File: src/rtl/lc_bank_ctrl.sv
module lc_bank_ctrl #(
  parameter int          AW         = 16,
  parameter logic [15:0] SW_BASE    = 16'hC080,
  parameter logic [15:0] ZP_SET     = 16'hC008,
  parameter logic [15:0] ZP_CLR     = 16'hC009,
  parameter logic [15:0] ST_BANK2   = 16'hC011,
  parameter logic [15:0] ST_RAMRD   = 16'hC012,
  parameter logic [15:0] ST_ALTZP   = 16'hC016
) (
  input  logic          clk,
  input  logic          rst_n,
  input  logic [AW-1:0] addr,
  input  logic          rd,
  input  logic          wr,
  output logic [3:0]    flags,
  output logic [7:0]    status_data
);

  localparam int GRP_W = AW - 4;

  logic [AW-1:0] prev_q;
  logic          ram_rd_q, ram_wr_q, bank2_q, altzp_q;

  logic          rd_cyc, wr_cyc, bus_cyc;
  logic          in_grp, grp_hit, grp_odd, repeat_ok;
  logic [3:0]    off;

  assign rd_cyc  = rd;
  assign wr_cyc  = wr & ~rd;
  assign bus_cyc = rd_cyc | wr_cyc;

  assign off     = addr[3:0];
  assign in_grp  = addr[AW-1:4] == SW_BASE[AW-1:4];
  assign grp_hit = rd_cyc & in_grp & ~off[2];
  assign grp_odd = off[0];
  assign repeat_ok = prev_q == addr;

  always_ff @(posedge clk) begin
    if (!rst_n) prev_q <= '0;
    else if (bus_cyc) prev_q <= addr;
  end

  always_ff @(posedge clk) begin
    if (!rst_n) begin
      ram_rd_q <= 1'b0;
      ram_wr_q <= 1'b0;
      bank2_q  <= 1'b0;
    end else if (grp_hit && (!grp_odd || repeat_ok)) begin
      ram_rd_q <= off[0] == off[1];
      ram_wr_q <= grp_odd;
      bank2_q  <= ~off[3];
    end
  end

  always_ff @(posedge clk) begin
    if (!rst_n) altzp_q <= 1'b0;
    else if (wr_cyc && addr == ZP_SET[AW-1:0]) altzp_q <= 1'b1;
    else if (wr_cyc && addr == ZP_CLR[AW-1:0]) altzp_q <= 1'b0;
  end

  assign flags = {altzp_q, bank2_q, ram_wr_q, ram_rd_q};

  always_comb begin
    status_data = 8'h00;
    if (rd_cyc) begin
      if (addr == ST_BANK2[AW-1:0]) status_data = {bank2_q, 7'b0};
      else if (addr == ST_RAMRD[AW-1:0]) status_data = {ram_rd_q, 7'b0};
      else if (addr == ST_ALTZP[AW-1:0]) status_data = {altzp_q, 7'b0};
    end
  end

endmodule


File: config.mk
export PLATFORM = sky130hd
export DESIGN_NAME = lc_bank_ctrl
export DESIGN_NICKNAME = d
export VERILOG_FILES = /design/src/rtl/lc_bank_ctrl.sv
export SDC_FILE = /design/constraint.sdc
export NUM_CORES = 1
export LEC_CHECK = 0
export CAP_MARGIN = 20
export CORE_MARGIN = 5
export CORE_UTILIZATION = 25
export CTS_BUF_LIST = sky130_fd_sc_hd__clkbuf_4
export CTS_CLUSTER_DIAMETER = 60
export DETAILED_ROUTE_END_ITERATION = 8
export PLACE_DENSITY_LB_ADDON = 0.1
export SETUP_SLACK_MARGIN = 0.05
export SLEW_MARGIN = 0
export SYNTH_ARGS = -nofsm -noshare
export SYNTH_HDL_FRONTEND = slang
export SYNTH_SLANG_ARGS = --single-unit
File: constraint.sdc
create_clock -name clk -period 2.05 [get_ports clk]
set_input_delay 0.3075 -clock clk [delete_from_list [all_inputs] [get_ports clk]]
set_output_delay 0.3075 -clock clk [all_outputs]
set_load 0.03 [all_outputs]
==> results of run 1 <==
timing repair:
item                       in CTS  in global routing
setup endpoints to repair       1                  1
pin swaps                       5                  5
gates cloned                    0                  0
resized for setup              29                 10
layout make-up:
cell class                      count  area [sq um]  share of cell area, %
Tap cell                           54          67.6                   4.00
Sequential cell                    20           400                   23.7
Multi-Input combinational cell    113           751                   44.4
Timing Repair Buffer               50           412                   24.4
Inverter                            2          7.51                  0.444
Clock buffer                        3          22.5                   1.33
Clock inverter                      1          30.0                   1.78
how the worst min path moves through the flow:
stage / start / to / depth (start not counted)
6_report: addr[9] / prev_q[9] / 4
5_1_grt: addr[9] / prev_q[9] / 4
4_1_cts: addr[9] / prev_q[9] / 4
3_5_place_dp: ram_wr_q / ram_wr_q / 2
3_3_place_gp: prev_q[12] / prev_q[12] / 2
2_1_floorplan: ram_wr_q / ram_wr_q / 2
per-layer routing:
| layer | track usage [%] | part of all wire [%] | vias up |
|---|---|---|---|
| met5 | 0 | 0 | - |
| met4 | 3.09 | 1.3 | 0 |
| met2 | 19.5 | 51 | 31 |
| met3 | 2.61 | 5.0 | 4 |
| met1 | 12.5 | 43 | 503 |
| li1 | - | - | 567 |
cells by family after synthesis:
logic type               count (synthesis)
XOR/XNOR                                16
flip-flops                              20
AO/OA/AOI/OAI                           24
other                                    1
AND/OR/NAND/NOR                         63
adder cells (fa/ha/maj)                  3
buffers and inverters                   18
through the flow:
step	cell area, sq um	setup slack (ns)	instances	hold slack (ns)	setup TNS, ns
2_1_floorplan	1230	0.0571	151	0.438	0
3_3_place_gp	1630	-0.398	239	0.461	-1.01
3_5_place_dp	1630	-0.410	239	0.462	-1.08
4_1_cts	1700	-0.0764	243	0.339	-0.0764
5_1_grt	1690	-0.0202	243	0.345	-0.0202
6_report	1690	-0.0155	243	0.355	-0.0155
where the power goes:
group	internal [mW]	switching, mW	total, mW
clock network	0.198	0.135	0.332
logic	0.0958	0.0968	0.193
registers	0.408	0.0123	0.421
synthesized netlist by cell type, drive strengths merged:
cell type,number,area [sq um]
nand2,35,131
dfxtp,20,400
a21boi,16,120
xnor2,16,140
buf,11,82.6
clkbuf,5,18.8
nand4,4,25.0
nor2,4,15.0
a21oi,3,15.0
ha,3,37.5
nand3,3,15.0
nand4b,3,26.3
nor4,3,18.8
or3,3,23.8
inv,2,7.51
nand2b,2,12.5
nand3b,2,15.0
o311ai,2,32.5
a31o,1,8.76
a31oi,1,6.26
conb,1,3.75
nor3,1,5.00
nor4b,1,8.76
o21ai,1,5.00
or2,1,6.26
or4,1,11.3
registers in the layout, indices dropped and copies added, names as in the netlist:
| register | cells |
|---|---|
| ram_rd_q | 1 |
| ram_wr_q | 1 |
| altzp_q | 1 |
| bank2_q | 1 |
| prev_q | 16 |
critical path: stages:
cell	delay, ns
buf_6	0.09
or4_4	0.54
or3_4	0.35
nor4_4	0.30
buf_6	0.17
==> flow_metrics.tcl, run 1 <==
set metrics [dict create \
    post_cts_buffers 0 \
    synth_cell_types 27 \
    first_pass_iters 4 \
    final_nets 213 \
    final_util_pct 36.0 \
    maxCapViolCount 0 \
    routabilityCongestion 0.823 \
    die_h_um 79.1 \
    antenna_left 0 \
    core_area_sq_um 4690 \
    r2r_slack_ns 0.47 \
    fin_skew_ns 0.00347 \
    startpoint "addr[9]" \
    synth_mux_area_share_pct 0 \
    port_buffers 24 \
    routedWlPerCell_um 13.2 \
    start_util_pct 25.4 \
    area_growth_pct 41.8 \
    cts.sinks 20 \
    netlist_instances 145 \
    grt_pass1_vias 1175 \
    violations "setup timing" \
    wirelength_mm 3.20 \
    cp_data_arrival_time_ns 1.76 \
    critPathCaptureType "primary output" \
    setup.worst_path.start_class "input port" \
    syn_avg_cell_area_sq_um 8.22 \
    final_layout_size_suffix_gt1_share_pct 26.5 \
    hp-class "in2reg" \
    cp_max_fo 2 \
    crit_required_ns 1.74 \
    synth_area_sq_um 1190 \
    min_period_over_period_pct 101 \
    clockBufferDepth 2 \
    r2r_cells 7 \
    first_iter_violations 30 \
    r2r_end "ram_rd_q" \
    yosys.area_share.simple_pct 26.3 \
    seq_area_frac_synth_pct 33.6 \
    setup_slack_ns -0.0155 \
    final_common_cell "nand2_1" \
    p_total_uw 945 \
    status "complete, but fails checks" \
    path_class "in2out" \
    hold_buffers 0 \
    synthXorXnorAreaFrac_pct 11.8 \
    die_w_um 79.1 \
    leakage_nw 0.684 \
    gr-total-overflow 0 \
    cts.clk_slew.worst_paths_ns 0.13 \
    grt_pass1_wl_mm 5.31 \
    antenna_cells 0 \
    route.detailed.drc 0 \
    rows 25 \
    power.density_nw_per_um2 559 \
    period_minus_slack_ns 2.07 \
    clk-insertion-delay-late_ns 0.31 \
    peakVddDrop_mv 0.362 \
    final_hold_viol_count 0 \
    ios 32 \
    setup_viol 1 \
    final_cell_mix "35 x nand2_1, 26 x buf_4, 20 x dfxtp_1" \
    htree_levels 1 \
    fp.dieArea_sq_um 6250 \
    clockRootBuffer "clkbuf_4" \
    vias 1105 \
    fmax_mhz 484 \
    nFillCells 477 \
    grt_max_degree 17 \
    grt_use_total_pct 10.8 \
    cts_made_buffers 3 \
    synth_top_family_by_area "simple AND/OR/NAND/NOR gates" \
    antenna_found_initial 0 \
    synth_compound_area_share_pct 15.7 \
    critPathCapture "status_data[7]" \
    place_hpwl_mm 2.49 \
    synthAdderAreaFrac_pct 3.15 \
    synth_seq_cells 20 \
    routed_via_density 4.55 \
    grt_setup_unrepaired "true" \
    tritoncts "yes" \
    rr_startpoint "prev_q[3]" \
    maxSlewViolCount 0 \
    yosys_warnings 0 \
]
Power figures use the tool's default switching activity.
==> inputs of run 2 (changes only) <==
- clock period: 2.05 -> 2 ns (I/O delays scaled with it)
==> run 2 against run 1 <==
Net effect: via count decreased by 1.9%; clock skew is 0.0026 ns lower; highest routed layer unchanged; die area unchanged; sequential power increased by 2%; the run still ends with setup timing left; first-iteration DRC count decreased by 47%.
==> flow_metrics.tcl, run 2 (same netlist as run 1, synthesis figures left out) <==
set metrics [dict create \
    final_layout_size_suffix_gt1_share_pct 26.2 \
    antenna_cells 0 \
    routedWlPerCell_um 13.1 \
    antenna_left 0 \
    post_cts_buffers 0 \
    gr-total-overflow 0 \
    slowest_delay_ns 0.53 \
    power.density_nw_per_um2 494 \
    grt_pass1_vias 1091 \
    htree_levels 1 \
    min_to "prev_q[6]" \
    grt_max_degree 17 \
    crit_chain "buf_6 -> or4_4 -> or3_4 -> nor4_4 -> buf_4" \
    path_class "in2out" \
    routed_via_density 4.50 \
    worst-path-buf-inv 2 \
    hp-start "addr[6]" \
    clockRootBuffer "clkbuf_4" \
    vias 1084 \
    antenna_found_initial 0 \
    grt_use_total_pct 10.7 \
    start_util_pct 25.4 \
    r2r_cells 6 \
    clk-insertion-delay-late_ns 0.30 \
    cts.clk_slew.worst_paths_ns 0.11 \
    first_iter_violations 16 \
    r2r_slack_ns 0.44 \
    violations "setup timing" \
    placed_cells 238 \
    min_period_over_period_pct 102 \
    rows 25 \
    setup_viol 1 \
    final_cell_mix "35 x nand2_1, 26 x buf_4, 20 x dfxtp_1" \
    hp-class "in2reg" \
    ios 32 \
    status "complete, but fails checks" \
    largest_reg_flops 16 \
    period_minus_slack_ns 2.05 \
    cts.sinks 20 \
    place_hpwl_mm 2.48 \
    routabilityCongestion 0.827 \
    cts_made_buffers 3 \
    maxSlewViolCount 0 \
    tns_ns -0.0456 \
    route.detailed.drc 0 \
    crit_family "simple AND/OR/NAND/NOR gates" \
    clockBufferDepth 2 \
    final_util_pct 35.6 \
    grt_pass1_wl_mm 5.23 \
    cp_slowest_cell "or4_4" \
    stdcell_count 241 \
    maxCapViolCount 0 \
    setup.worst_path.start_class "input port" \
    grt_setup_unrepaired "true" \
    crit_required_ns 1.70 \
    rr_startpoint "prev_q[6]" \
    final_common_cell "nand2_1" \
    fp.dieArea_sq_um 6250 \
    tritoncts "yes" \
    hold_depth 4 \
    die_w_um 79.1 \
    largest-register "prev_q" \
    final_nets 212 \
    setup_slack_ns -0.0456 \
    fmax_mhz 489 \
    r2r_end "bank2_q" \
    wirelength_mm 3.15 \
    cp_max_fo 2 \
    hold_buffers 0 \
    first_pass_iters 4 \
    port_buffers 24 \
    area_growth_pct 40.1 \
    final_hold_viol_count 0 \
    critPathCaptureType "primary output" \
    core_area_sq_um 4690 \
    leakage_nw 0.669 \
    die_h_um 79.1 \
    path_depth 5 \
    fin_skew_ns 0.000867 \
    cp_data_arrival_time_ns 1.75 \
    peakVddDrop_mv 0.207 \
]
run 2: cell types whose count changed in the layout (fill, tap and decap cells not counted), moves of 2 or more:
cell,delta
ha_1,-2
dlygate4sd2_1,-2
ha_2,+2
clkbuf_2,-3
run 2: worst max path at each step:
stage | from | slack, ns | end
detailed placement | addr[10] | -0.51 | status_data[7]
CTS | addr[9] | -0.11 | status_data[7]
floorplan | addr[5] | 0.02 | status_data[7]
global placement | addr[10] | -0.43 | status_data[7]
global route | addr[6] | -0.06 | status_data[7]
finish | addr[6] | -0.05 | status_data[7]
run 2: worst register-to-register path, stage by stage (launching register included):
cell,delay [ns]
dfxtp_1,0.34
xnor2_1,0.21
nand4_1,0.12
nor4_1,0.29
buf_4,0.18
nor2_1,0.07
o311ai_2,0.27
run 2: repair_timing:
item,in CTS,in global routing
endpoints found under the setup margin,2,1
gates resized for setup,28,14
pin swaps,5,6
run 2: area by class of cell:
type,count,area (sq um)
Timing Repair Buffer,49,417
Clock buffer,3,22.5
Inverter,2,7.51
Multi-Input combinational cell,113,756
Sequential cell,20,400
Tap cell,54,67.6
Fill cell,491,3020
run 2: where the power goes:
part / switching (mW) / internal, mW / leakage (nW)
Sequential: 0.0124 / 0.418 / 0.165
Clock: 0.123 / 0.0703 / 0.0138
Combinational: 0.0988 / 0.102 / 0.491
Total: 0.235 / 0.590 / 0.669
run 2: through the flow:
stage / area [sq um] / worst slack [ns] / hold slack, ns / power, mW
floorplan: 1230 / 0.0221 / 0.438 / 0.545
CTS: 1670 / -0.115 / 0.362 / 0.841
global route: 1670 / -0.0649 / 0.364 / 0.876
finish: 1670 / -0.0456 / 0.359 / 0.825
detailed placement: 1620 / -0.506 / 0.467 / 0.643
global placement: 1620 / -0.432 / 0.461 / 0.640
run 2: layer usage:
| layer | vias up | GRT usage (%) | share of wire [%] | wire length, um |
|---|---|---|---|---|
| met1 | 494 | 13.0 | 45 | 1430 |
| li1 | 563 | - | - | - |
| met4 | 0 | 3.61 | 1.1 | 34 |
| met3 | 4 | 1.93 | 4.5 | 143 |
| met5 | - | 0 | 0 | 0 |
| met2 | 23 | 18.8 | 49 | 1540 |
